`src/rtl/laser_seq_pkg.sv`:
```
package laser_seq_pkg;

  // Index of each control bit inside the synchronizer vector.
  localparam int CTL_W      = 6;
  localparam int CTL_ON     = 0;
  localparam int CTL_OFF    = 1;
  localparam int CTL_RSTN   = 2;
  localparam int CTL_OCUR   = 3;
  localparam int CTL_OTEMP  = 4;
  localparam int CTL_CALBAD = 5;

  // Values the synchronized controls show while the block is in power reset:
  // enable looks asserted so no disable request builds up, reset looks active.
  localparam logic [CTL_W-1:0] CTL_RST_VAL = 6'b000001;

  typedef enum logic [1:0] {
    SQ_IDLE,
    SQ_WAIT,
    SQ_RAMP,
    SQ_FULL
  } seq_st_e;

  function automatic int max3(input int a, input int b, input int c);
    int m;
    m = (a > b) ? a : b;
    return (m > c) ? m : c;
  endfunction

endpackage

```
`src/rtl/lsc_pg_sync.sv`:
```
module lsc_pg_sync (
  input  logic clk_i,
  input  logic pg_i,
  output logic rst_no
);
  logic stg1, stg2;

  always_ff @(posedge clk_i or negedge pg_i) begin
    if (!pg_i) begin
      stg1 <= 1'b0;
      stg2 <= 1'b0;
    end else begin
      stg1 <= 1'b1;
      stg2 <= stg1;
    end
  end

  assign rst_no = stg2;
endmodule

```
`src/rtl/lsc_ctl_sync.sv`:
```
module lsc_ctl_sync #(
  parameter int               W       = 6,
  parameter logic [W-1:0]     RST_VAL = '0
) (
  input  logic         clk_i,
  input  logic         rst_ni,
  input  logic [W-1:0] d_i,
  output logic [W-1:0] q_o
);
  for (genvar i = 0; i < W; i++) begin : g_bit
    logic m1, m2;
    always_ff @(posedge clk_i or negedge rst_ni) begin
      if (!rst_ni) begin
        m1 <= RST_VAL[i];
        m2 <= RST_VAL[i];
      end else begin
        m1 <= d_i[i];
        m2 <= m1;
      end
    end
    assign q_o[i] = m2;
  end
endmodule

```
`src/rtl/lsc_off_qual.sv`:
```
module lsc_off_qual #(
  parameter int QUAL_CYC = 250000
) (
  input  logic clk_i,
  input  logic rst_ni,
  input  logic req_i,
  output logic off_o
);
  localparam int QW = $clog2(QUAL_CYC + 1);
  localparam logic [QW-1:0] LAST = QW'(QUAL_CYC - 1);

  logic [QW-1:0] held_q;

  always_ff @(posedge clk_i or negedge rst_ni) begin
    if (!rst_ni) begin
      held_q <= '0;
      off_o  <= 1'b0;
    end else if (!req_i) begin
      held_q <= '0;
      off_o  <= 1'b0;
    end else if (held_q == LAST) begin
      off_o  <= 1'b1;
    end else begin
      held_q <= held_q + 1'b1;
    end
  end

  // Independent run-length counter for the check below.
  logic [QW:0] run_len;
  always_ff @(posedge clk_i or negedge rst_ni) begin
    if (!rst_ni)                        run_len <= '0;
    else if (!req_i)                    run_len <= '0;
    else if (run_len < (QW+1)'(QUAL_CYC)) run_len <= run_len + 1'b1;
  end


  qual_len_chk: assert property (@(posedge clk_i) disable iff (!rst_ni)
    $rose(off_o) |-> (run_len >= (QW+1)'(QUAL_CYC)));
endmodule

```
`src/rtl/lsc_fault_latch.sv`:
```
module lsc_fault_latch (
  input  logic clk_i,
  input  logic rst_ni,
  input  logic ctl_rst_ok_i,
  input  logic flt_any_i,
  output logic flag_o
);
  always_ff @(posedge clk_i or negedge rst_ni) begin
    if (!rst_ni)            flag_o <= 1'b0;
    else if (!ctl_rst_ok_i) flag_o <= 1'b0;
    else if (flt_any_i)     flag_o <= 1'b1;
  end


  sticky_chk: assert property (@(posedge clk_i) disable iff (!rst_ni)
    (flag_o && ctl_rst_ok_i) |=> flag_o);


  reset_clear_chk: assert property (@(posedge clk_i) disable iff (!rst_ni)
    !ctl_rst_ok_i |=> !flag_o);
endmodule

```
`src/rtl/lsc_stagger.sv`:
```
module lsc_stagger
  import laser_seq_pkg::*;
#(
  parameter int NCH      = 12,
  parameter int PWR_WAIT = 15000000,
  parameter int REEN_WAIT = 13750000,
  parameter int STEP     = 1150000
) (
  input  logic           clk_i,
  input  logic           rst_ni,
  input  logic           run_i,
  output logic [NCH-1:0] drive_o
);
  localparam int MAXW = max3(PWR_WAIT, REEN_WAIT, STEP);
  localparam int CW   = $clog2(MAXW + 1);
  localparam int IW   = (NCH > 1) ? $clog2(NCH) : 1;
  localparam logic [CW-1:0] PWR_M1  = CW'(PWR_WAIT - 1);
  localparam logic [CW-1:0] REEN_M1 = CW'(REEN_WAIT - 1);
  localparam logic [CW-1:0] STEP_M1 = CW'(STEP - 1);
  localparam logic [IW-1:0] IDX_TOP = IW'(NCH - 1);

  seq_st_e       st_q;
  logic [CW-1:0] cnt_q;
  logic [IW-1:0] idx_q;
  logic          boot_q;

  always_ff @(posedge clk_i or negedge rst_ni) begin
    if (!rst_ni) begin
      st_q    <= SQ_IDLE;
      cnt_q   <= '0;
      idx_q   <= '0;
      drive_o <= '0;
      boot_q  <= 1'b1;
    end else if (!run_i) begin
      st_q    <= SQ_IDLE;
      cnt_q   <= '0;
      idx_q   <= '0;
      drive_o <= '0;
    end else begin
      case (st_q)
        SQ_IDLE: begin
          cnt_q  <= boot_q ? PWR_M1 : REEN_M1;
          boot_q <= 1'b0;
          st_q   <= SQ_WAIT;
        end
        SQ_WAIT: begin
          if (cnt_q == '0) begin
            drive_o[0] <= 1'b1;
            idx_q      <= IW'(1);
            cnt_q      <= STEP_M1;
            st_q       <= (NCH > 1) ? SQ_RAMP : SQ_FULL;
          end else begin
            cnt_q <= cnt_q - 1'b1;
          end
        end
        SQ_RAMP: begin
          if (cnt_q == '0) begin
            drive_o[idx_q] <= 1'b1;
            cnt_q          <= STEP_M1;
            if (idx_q == IDX_TOP) st_q  <= SQ_FULL;
            else                  idx_q <= idx_q + 1'b1;
          end else begin
            cnt_q <= cnt_q - 1'b1;
          end
        end
        default: ;
      endcase
    end
  end


  abort_clear_chk: assert property (@(posedge clk_i) disable iff (!rst_ni)
    !run_i |=> (drive_o == '0));


  contiguous_chk: assert property (@(posedge clk_i) disable iff (!rst_ni)
    ((drive_o & (drive_o + 1'b1)) == '0));


  one_at_a_time_chk: assert property (@(posedge clk_i) disable iff (!rst_ni)
    run_i |=> ($countones(drive_o) <= $countones($past(drive_o)) + 1));


  no_drop_chk: assert property (@(posedge clk_i) disable iff (!rst_ni)
    run_i |=> ((drive_o & $past(drive_o)) == $past(drive_o)));
endmodule

```
`src/rtl/laser_array_seq.sv`:
```
module laser_array_seq
  import laser_seq_pkg::*;
#(
  parameter int NCH           = 12,
  parameter int PWR_WAIT_CYC  = 15000000,
  parameter int REEN_WAIT_CYC = 13750000,
  parameter int STEP_CYC      = 1150000,
  parameter int DIS_QUAL_CYC  = 250000
) (
  input  logic           clk_i,
  input  logic           pwr_good_i,
  input  logic           rst_ni,
  input  logic           tx_on_i,
  input  logic           tx_off_i,
  input  logic           ocur_i,
  input  logic           otemp_i,
  input  logic           calbad_i,
  output logic [NCH-1:0] drive_en_o,
  output logic           fault_no
);
  logic             pg_rst_n;
  logic [CTL_W-1:0] ctl_raw, ctl_s;
  logic             dis_req, off_q, flt_q, flt_any, run;

  lsc_pg_sync u_pg_sync (
    .clk_i  (clk_i),
    .pg_i   (pwr_good_i),
    .rst_no (pg_rst_n)
  );

  always_comb begin
    ctl_raw             = '0;
    ctl_raw[CTL_ON]     = tx_on_i;
    ctl_raw[CTL_OFF]    = tx_off_i;
    ctl_raw[CTL_RSTN]   = rst_ni;
    ctl_raw[CTL_OCUR]   = ocur_i;
    ctl_raw[CTL_OTEMP]  = otemp_i;
    ctl_raw[CTL_CALBAD] = calbad_i;
  end

  lsc_ctl_sync #(.W(CTL_W), .RST_VAL(CTL_RST_VAL)) u_ctl_sync (
    .clk_i  (clk_i),
    .rst_ni (pg_rst_n),
    .d_i    (ctl_raw),
    .q_o    (ctl_s)
  );

  assign dis_req = !ctl_s[CTL_ON] || ctl_s[CTL_OFF];
  assign flt_any = ctl_s[CTL_OCUR] || ctl_s[CTL_OTEMP] || ctl_s[CTL_CALBAD];

  lsc_off_qual #(.QUAL_CYC(DIS_QUAL_CYC)) u_off_qual (
    .clk_i  (clk_i),
    .rst_ni (pg_rst_n),
    .req_i  (dis_req),
    .off_o  (off_q)
  );

  lsc_fault_latch u_fault (
    .clk_i        (clk_i),
    .rst_ni       (pg_rst_n),
    .ctl_rst_ok_i (ctl_s[CTL_RSTN]),
    .flt_any_i    (flt_any),
    .flag_o       (flt_q)
  );

  assign run = ctl_s[CTL_RSTN] && !off_q && !flt_q;

  lsc_stagger #(
    .NCH       (NCH),
    .PWR_WAIT  (PWR_WAIT_CYC),
    .REEN_WAIT (REEN_WAIT_CYC),
    .STEP      (STEP_CYC)
  ) u_stagger (
    .clk_i   (clk_i),
    .rst_ni  (pg_rst_n),
    .run_i   (run),
    .drive_o (drive_en_o)
  );

  assign fault_no = !flt_q;


  fault_dark_chk: assert property (@(posedge clk_i) disable iff (!pg_rst_n)
    !fault_no |=> (drive_en_o == '0));
endmodule

```
`config.mk`:
```
export PLATFORM = sky130hd
export DESIGN_NAME = laser_array_seq
export DESIGN_NICKNAME = d
export VERILOG_FILES = /design/src/rtl/laser_seq_pkg.sv /design/src/rtl/lsc_pg_sync.sv /design/src/rtl/lsc_ctl_sync.sv /design/src/rtl/lsc_off_qual.sv /design/src/rtl/lsc_fault_latch.sv /design/src/rtl/lsc_stagger.sv /design/src/rtl/laser_array_seq.sv
export SDC_FILE = /design/constraint.sdc
export NUM_CORES = 1
export LEC_CHECK = 0
export ABC_AREA = 1
export ABC_CLOCK_PERIOD_IN_PS = 3200
export CAP_MARGIN = 20
export CORE_ASPECT_RATIO = 2
export CORE_MARGIN = 1
export CORE_UTILIZATION = 30
export CTS_CLUSTER_SIZE = 16
export DETAILED_ROUTE_END_ITERATION = 10
export PLACE_DENSITY = 0.49
export SKIP_CTS_REPAIR_TIMING = 1
export SYNTH_ARGS = -nofsm -noshare
export SYNTH_HDL_FRONTEND = slang
export SYNTH_SLANG_ARGS = --single-unit
```
`constraint.sdc`:
```
create_clock -name clk_i -period 3.2 [get_ports clk_i]
set_input_delay 0.32 -clock clk_i [delete_from_list [all_inputs] [get_ports clk_i]]
set_output_delay 0.32 -clock clk_i [all_outputs]
set_load 0.05 [all_outputs]
```
After elaboration in Yosys (flattened, before gate mapping)
Index checks and enable logic that the tools add are counted.
{ "word_totals": {"register_bits": 77, "input_bits": 8, "out_inout_bits": 13, "elab_cells": 89} }
{ "classes": {"n_addsub": 3, "order_cmp": 2, "n_eq_ne": 16, "n_mux": 27, "bitwise": 1, "reduce_logical": 17} }
{ "ops": {"columns": ["op", "n"], "rows": [
  ["24-bit 2-to-1 mux", 2],
  ["24-bit one-hot mux with 2 select lines", 1],
  ["18-bit 2-to-1 mux", 2],
  ["24-bit logical NOT", 1],
  ["12-bit 2-to-1 mux", 2],
  ["24-bit by 1-bit subtractor with 24-bit output (second input constant)", 1],
  ["22-bit 2-to-1 mux", 1],
  ["18-bit by 1-bit adder with 18-bit output (second input constant)", 1],
  ["18-bit == test (second input constant)", 1],
  ["3-bit inequality test (second input constant)", 6],
  ["4-bit 2-to-1 mux", 4],
  ["12-bit bitwise OR", 1],
  ["11-bit 2-to-1 mux", 1],
  ["2-bit inequality test (second input constant)", 5],
  ["2-bit 2-to-1 mux", 4],
  ["4-bit one-hot mux with 2 select lines", 1],
  ["4-bit AND reduction", 2],
  ["1-bit 2-to-1 mux", 6],
  ["2-bit one-hot mux with 3 select lines", 1],
  ["4-bit by 5-bit < comparator with 1-bit output (second input constant)", 1],
  ["4-bit by 1-bit adder with 4-bit output (second input constant)", 1],
  ["1-bit demux with 4-bit select", 1],
  ["4-bit == test (second input constant)", 1],
  ["4-bit by 1-bit >= comparator with 1-bit output (second input constant)", 1],
  ["11 further kinds", 18]
]} }

Longest topological paths before layout
Gate-level depths: netlist of the first run.
{ "logic_depth": {"depth_word": 8, "mapped_depth": 11} }

Modules after synthesis
A second synthesis of the first run with hierarchy kept.
{ "unflattened": {"hier_cells": 566, "hier_area_um2": 4330.4} }
{ "by_module_without_submodules": {"columns": ["module", "instances", "cells_per_inst", "area_each_um2", "seq_area_each_um2"], "rows": [
  ["lsc_stagger", 1, 385, 2763.9, 1077.3],
  ["lsc_off_qual", 1, 147, 1092.3, 475.5],
  ["lsc_ctl_sync", 1, 18, 347.8, 302.8],
  ["lsc_pg_sync", 1, 3, 53.8, 50.0],
  ["laser_array_seq", 1, 9, 36.3, 0.0],
  ["lsc_fault_latch", 1, 4, 36.3, 25.0]
]} }

Worst setup path after synthesis of the first run
Ideal clock, no wire load.
{ "synth_path": {"path_type": "reg2reg", "from": "register u_stagger.cnt_q[0]", "to": "register u_stagger.cnt_q[20]", "setup_ns": 0.117, "arrival_time_ns": 1.381, "required_ns": 3.083, "slack_ns": 1.703, "path_stages_with_launch": 12, "path_buffers": 0, "synth_period_minus_slack_ns": 1.497, "cell_sequence": "dfrtp_1 inv_1 ha_1 nand2_2 nor2_1 nand2_1 nor2_2 nand2_1 nand2_1 nand2_1 nand2_1 nand2_1"} }
{ "synth_via": {"elab_chain_len": 4} }
{ "synth_lines": {"columns": ["item", "line_no", "rtl"], "rows": [
  ["start, declared", "lsc_stagger.sv:23", "logic [CW-1:0] cnt_q;"],
  ["start signal, assigned", "lsc_stagger.sv:42", "cnt_q <= boot_q ? PWR_M1 : REEN_M1;"],
  ["start signal, assigned", "lsc_stagger.sv:53", "cnt_q <= cnt_q - 1'b1;"],
  ["start signal, assigned", "lsc_stagger.sv:63", "cnt_q <= cnt_q - 1'b1;"],
  ["24-bit by 1-bit subtractor with 24-bit output / 24-bit logical NOT (equally long branches)", null, null],
  ["24-bit 2-to-1 mux (*)", "lsc_stagger.sv:47, lsc_stagger.sv:57", null],
  ["24-bit one-hot mux with 2 select lines (*)", "lsc_stagger.sv:40", "case (st_q)"],
  ["24-bit 2-to-1 mux (*)", "lsc_stagger.sv:34", "end else if (!run_i) begin"]
]} }
Mark *: on every way between the ends. The rest lies on a longest branch, timed or not.
A chain may end at the register's enable or synchronous reset.

Worst setup path after layout of the first run
{ "layout_path": {"from": "register u_stagger.st_q[0]", "to": "register u_stagger.cnt_q[16]"} }
{ "layout_via": {"elab_chain_len": 4} }
{ "layout_lines": {"columns": ["item", "line_no", "rtl"], "rows": [
  ["start, declared", "lsc_stagger.sv:22", "seq_st_e st_q;"],
  ["start signal, assigned", "lsc_stagger.sv:51", "st_q <= (NCH > 1) ? SQ_RAMP : SQ_FULL;"],
  ["2-bit by 1-bit == test with 1-bit output / 2-bit == test (equally long branches)", "lsc_stagger.sv:40", null],
  ["2-bit OR reduction (no source line)", null, null],
  ["24-bit one-hot mux with 2 select lines", "lsc_stagger.sv:40", null],
  ["24-bit 2-to-1 mux", "lsc_stagger.sv:34", null]
]} }
Several ways; a longest one is shown, not always the timed one.

==> metrics.md, run 1 <==
| Metric | Value |
|---|---|
| Status | `finished, final reports clean` |
| Core ar. | `between 10,000 and 15,000 um2` |
| GPL Wtd Cong | `0.892` |
| I/O pins | `21` |
| Design Power | `3.06 mW` |
| Wire length of the first global-routing pass | `~17,000 um` |
| Worst setup EP type | `register` |
| DIE AREA | `roughly 14,000 um2` |
| Root Buffer Master | `clkbuf_16` |
| Distinct cells, synth | `33` |
| NumNets Final | `569` |
| Share of layout cells above drive strength 1 | `~8.6%` |
| Leakage | `2.23 nW` |
| R2R cell count | `9` |
| Final worst path period share | `64.5%` |
| Final Hold Viols | `0` |
| Initial Util | `30.6%` |
| Die width | `about 85 um` |
| Worst VDD drop | `between 200 and 300 uV` |
| Clock skew | `between 0.006 and 0.007 ns` |
| Worst Hold Class | `in2async` |
| Worst r2r dst | `u_stagger.cnt_q[16]` |
| Synth top area cells | `dfrtp_1 45%, nand2_1 11%, nor2_1 6.3%` |
| CP Class | `reg2reg` |
| Antenna cells | `0` |
| Grt ovf | `0` |
| Syn nets | `~540` |
| CTS tree | `done` |
| Post-route antenna net violation count | `0` |
| Total CTS buffers | `9` |
| Synth-to-Final Area Change | `17.2%` |
| Syn. warnings | `0` |
| Clock sinks | `77` |
| Final setup TNS | `0 ns` |
| Fmax | `0.485 GHz` |
| Row cnt | `60` |
| Most frequent cells in the layout | `122 x nand2_1, 73 x dfrtp_1, 69 x nor2_1` |
| Post-DP HPWL | `around 7900 um` |
| Power Dens Cells | `639 nW/um2` |
| RSZ-0062 raised after global routing | `false` |
| Vias after detailed routing | `~3,500` |
| H-tree depth | `3` |
| WP data arrival | `around 2.3 ns` |
| Routed len/inst | `15.0 um` |
| Fin. max-slew vios | `0` |
| Via count of the first global-routing pass | `~3,600` |
| Clock-pin slew on the worst setup and hold paths | `about 0.06 ns` |
| Initial antenna violation count | `0` |
| Setup crit start | `u_stagger.st_q[0]` |
| CP Data Required Time | `around 3.5 ns` |
| Drt initial violations | `223` |
| Commonest non-fill, non-tap cell in the layout | `nand2_1` |
| Register area | `about 1900 um2` |
| Clock period minus worst slack | `2.06 ns` |
| Average size of a mapped cell | `a little under 8 um2` |
| Syn Std Cell Area | `slightly above 4000 um2` |
| Max Cap Viol | `0` |
| Gr usage total | `16.0%` |
| Pre-antenna DRT Iters | `4` |
| Fin Hold WS | `between 0.1 and 0.15 ns` |
| Post-synth top area cell | `dfrtp_1` |
| Critical Path Start Type | `register` |
| Finish-stage setup viols | `0` |
| Synth Register Bits | `77` |
| Cells after Synth | `between 500 and 600` |
| Tightest Pin Transition | `around 0.56 ns` |
| Maximum root-to-sink buffer count | `2` |
| Worst skew pair latency | `about 0.34 ns` |
| R2R Setup Slk | `around 1.1 ns` |
| Area occupied by multi-input gates | `about 1900 um2` |
| Fill count | `1,400` |
| DRC Markers | `0` |
| Relative slew slack | `62.6%` |
| Sequential element share of the synthesized area | `roughly 47%` |
| R2R Path Start | `u_stagger.st_q[0]` |
| Height of the chip | `between 150 and 200 um` |
| Synth top area share | `approximately 45%` |
| Number of vias per cell | `4.94` |
| CP max FO | `13` |
| Largest net degree at the start of global routing | `76` |
| Total wire length | `between 10,000 and 15,000 um` |
| Port Buffers | `20` |
[stage by stage]
step / std cells / setup WS [ns] / util (%) / area, um2
3_3_place_gp: 694 / 1.18 / 33.3 / 4450
5_1_grt: 711 / 0.931 / 35.9 / 4790
4_1_cts: 710 / 1.13 / 35.7 / 4770
3_5_place_dp: 694 / 1.15 / 33.3 / 4450
6_report: 711 / 1.14 / 35.9 / 4790
2_1_floorplan: 525 / 0.902 / - / 4090
[final cells by class]
cell class	count	area share [%]
Multi-Input combinational cell	372	38.7
Timing Repair Buffer	22	4.75
Sequential cell	77	40.4
Clock inverter	7	2.01
Inverter	69	5.40
Tap cell	155	4.05
Clock buffer	9	4.70
[synth_stat cells]
cell,number
o211ai_1,1
a21oi_1,30
buf_6,2
nand3_1,35
o22ai_1,2
nand3_4,1
nor2_4,4
o21ai_0,25
o21a_1,1
inv_1,65
nor2_2,9
o21ai_2,1
dfstp_2,3
nand2_1,122
nor3_4,1
dfrtp_1,74
a22oi_1,1
conb_1,1
clkbuf_1,3
a211oi_1,1
xnor2_1,3
o31ai_1,2
nor3_1,13
nand2_2,3
xor2_1,7
buf_2,2
o21ai_1,12
nor2_1,69
nand3b_1,2
nand4_1,13
inv_2,4
nand3_2,3
ha_1,10
[kinds of logic (layout without fill, tap and decap cells)]
group / Yosys count / in the layout / share of synthesized area (%)
AO/OA/AOI/OAI: 76 / 76 / 9.82
XOR/XNOR: 10 / 10 / 2.14
adder cells (fa/ha/maj): 10 / 10 / 3.06
buffers and inverters: 76 / 107 / 7.40
flip-flops: 77 / 77 / 47.2
other: 1 / 1 / 0.0917
AND/OR/NAND/NOR: 275 / 275 / 30.3
[where the power goes]
group	total [mW]	internal [mW]	switching, mW
combinational	0.772	0.241	0.531
sequential	1.18	1.06	0.112
clock	1.12	0.687	0.429
[state kept, by name (all words and copies together) (netlist names)]
register and count:
u_stagger.st_q 2, u_off_qual.off_o 1, u_stagger.boot_q 1, u_pg_sync.stg1 1
u_fault.flag_o 1, u_stagger.cnt_q 24, u_stagger.idx_q 4, u_pg_sync.rst_no 1
u_stagger.drive_o 12, u_off_qual.held_q 18, u_ctl_sync.g_bit.m1 6, u_ctl_sync.g_bit.m2 6
[worst max-delay path by stage]
stage | end | slack (ns)
4_1_cts | u_stagger.cnt_q[16] | 1.13
6_report | u_stagger.cnt_q[16] | 1.14
3_5_place_dp | u_stagger.cnt_q[14] | 1.15
5_1_grt | u_stagger.cnt_q[16] | 0.93
3_3_place_gp | u_stagger.cnt_q[16] | 1.18
2_1_floorplan | u_ctl_sync.g_bit[1].m1 | 0.90
[worst max-delay path, stage by stage, from the launching register on]
cell,delay (ns)
dfrtp_1,0.37
inv_1,0.08
ha_1,0.49
nor2_1,0.19
inv_2,0.09
nor2_4,0.32
inv_2,0.21
o21ai_1,0.12
nand2_1,0.06
nand2_1,0.06
[routing by layer]
layer  GRT usage, %  wire length (um)  part of all wire, %  vias to the layer above
met5              0                 0                    0                        -
met4           10.3               557                  5.2                        0
met3           2.61               337                  3.2                       30
met2           29.8              5880                   55                       77
met1           16.0              3910                   37                     1662
li1               -                 -                    -                     1740
Power figures use the tool's default switching activity.
==> run 2, diff against run 1 <==
- ABC_CLOCK_PERIOD_IN_PS: 3200 -> 2000
- clock period: 3.2 -> 2 ns (I/O delays scaled with it)
==> metrics.md, run 2 (synthesis gave the netlist of run 1 again) <==
| Metric | Value |
|---|---|
| Via count of the first global-routing pass | `slightly below 4,000` |
| Tightest Pin Transition | `0.532 ns` |
| Fin Hold WS | `approximately 0.024 ns` |
| Number of vias per cell | `4.94` |
| Die width | `84.6 um` |
| Critical Path Start Type | `register` |
| H-tree depth | `3` |
| Max Cap Viol | `0` |
| DIE AREA | `about 14,000 um2` |
| Total CTS buffers | `9` |
| Finish-stage setup viols | `0` |
| CP Class | `reg2out` |
| RSZ-0062 raised after global routing | `false` |
| Pre-antenna DRT Iters | `4` |
| Gr usage total | `between 10% and 20%` |
| PnR worst setup slack | `0.165 ns` |
| Final Hold Viols | `0` |
| Grt ovf | `0` |
| Dpl ws | `about 0.14 ns` |
| Clock period minus worst slack | `around 1.8 ns` |
| DRC Markers | `0` |
| Largest register by flop count | `u_stagger.cnt_q` |
| Wire length of the first global-routing pass | `about 19,000 um` |
| Fin. max-slew vios | `0` |
| Clock-pin slew on the worst setup and hold paths | `approximately 0.070 ns` |
| Worst Hold Class | `in2async` |
| Root Buffer Master | `clkbuf_16` |
| Power Dens Cells | `between 1000 and 1500 nW/um2` |
| Post-route antenna net violation count | `0` |
| Biggest registers after layout | `u_stagger.cnt_q x24, u_off_qual.held_q x18, u_stagger.drive_o x12` |
| CP Data Required Time | `1.80 ns` |
| Share of layout cells above drive strength 1 | `between 10 and 15%` |
| Worst setup EP type | `output port` |
| Worst skew pair latency | `0.34 ns` |
| Initial Util | `approximately 31%` |
| Core ar. | `13,400 um2` |
| Most frequent cells in the layout | `122 x nand2_1, 73 x dfrtp_1, 68 x nor2_1` |
| Row cnt | `60` |
| Final setup TNS | `0 ns` |
| Total wire length | `11,200 um` |
| Worst VDD drop | `between 400 and 500 uV` |
| Commonest non-fill, non-tap cell in the layout | `nand2_1` |
| GPL Wtd Cong | `0.967` |
| Status | `finished, final reports clean` |
| CTS tree | `done` |
| Routed len/inst | `about 15 um` |
| R2R Setup Slk | `approximately 0.17 ns` |
| Leakage | `2.28 nW` |
| Relative slew slack | `between 60 and 70%` |
| Port Buffers | `20` |
| Post-DP HPWL | `8560 um` |
| Final worst path period share | `between 90% and 100%` |
| Antenna cells | `0` |
| I/O pins | `21` |
| Height of the chip | `about 170 um` |
| NumNets Final | `~580` |
| WP data arrival | `around 1.6 ns` |
| Maximum root-to-sink buffer count | `2` |
| Max reg flops | `24` |
| Drt initial violations | `roughly 210` |
| Clock skew | `approximately 0.0088 ns` |
| Vias after detailed routing | `roughly 3,600` |
| Fill count | `~1,400` |
| Clock sinks | `77` |
| CP max FO | `2` |
| Fmax | `around 0.55 GHz` |
| Synth-to-Final Area Change | `19.5%` |
| Initial antenna violation count | `0` |
| Largest net degree at the start of global routing | `40` |
run 2: cell types whose count changed in the layout (fill, tap and decap cells not counted):
cell	before	now
clkinv_4	1	0
buf_12	1	0
nor2_4	4	5
buf_4	1	16
clkbuf_1	0	2
clkinvlp_4	0	2
inv_6	2	1
nor2_1	69	68
clkinv_2	2	0
run 2: area by class of cell:
type | count | area [um2] | share of cell area (%)
tap | 155 | 194 | 3.97
timing repair buffer | 36 | 320 | 6.55
inverter | 69 | 259 | 5.30
sequential | 77 | 1930 | 39.6
clock buffer | 11 | 233 | 4.76
clock inverter | 5 | 83.8 | 1.72
multi-input combinational | 372 | 1860 | 38.1
run 2: path summary, 6_finish.rpt:
kind,to,depth (start not counted),startpoint
worst min-delay path,u_pg_sync.rst_no,1,pwr_good_i
max in group asynchronous,u_ctl_sync.g_bit[0].m1,1,u_pg_sync.rst_no
worst max-delay path,fault_no,2,u_fault.flag_o
min in group clk_i,u_ctl_sync.g_bit[0].m1,1,tx_on_i
worst max register to register,u_stagger.cnt_q[9],7,u_stagger.st_q[0]
worst min register to register,u_stagger.cnt_q[8],0,u_pg_sync.rst_no
run 2: per-stage QoR:
step,util [%],cell area (um2),instances,power (mW)
after floorplan,-,4090,525,2.77
after global placement,34.1,4560,709,3.19
after detailed placement,34.1,4560,709,3.19
after CTS,36.5,4880,725,4.99
after global routing,36.6,4890,725,5.23
final,36.6,4890,725,4.95
run 2: worst max-delay path, stage by stage, from the launching register on:
cell	delay, ns
dfrtp_1	0.40
inv_1	0.09
clkdlybuf4s50_1	0.80
run 2: report_power, final:
group | switching (mW) | total (mW) | internal, mW
Clock | 0.673 | 1.77 | 1.10
Combinational | 0.875 | 1.30 | 0.429
Sequential | 0.173 | 1.88 | 1.70
Total | 1.72 | 4.95 | 3.23
run 2: metal layers:
| layer | vias up | global-route usage (%) | wire, um |
|---|---|---|---|
| met3 | 34 | 3.10 | 294 |
| met5 | - | 0 | 0 |
| met2 | 65 | 34.1 | 6380 |
| met4 | 0 | 10.8 | 560 |
| met1 | 1719 | 16.1 | 3940 |
| li1 | 1760 | - | - |
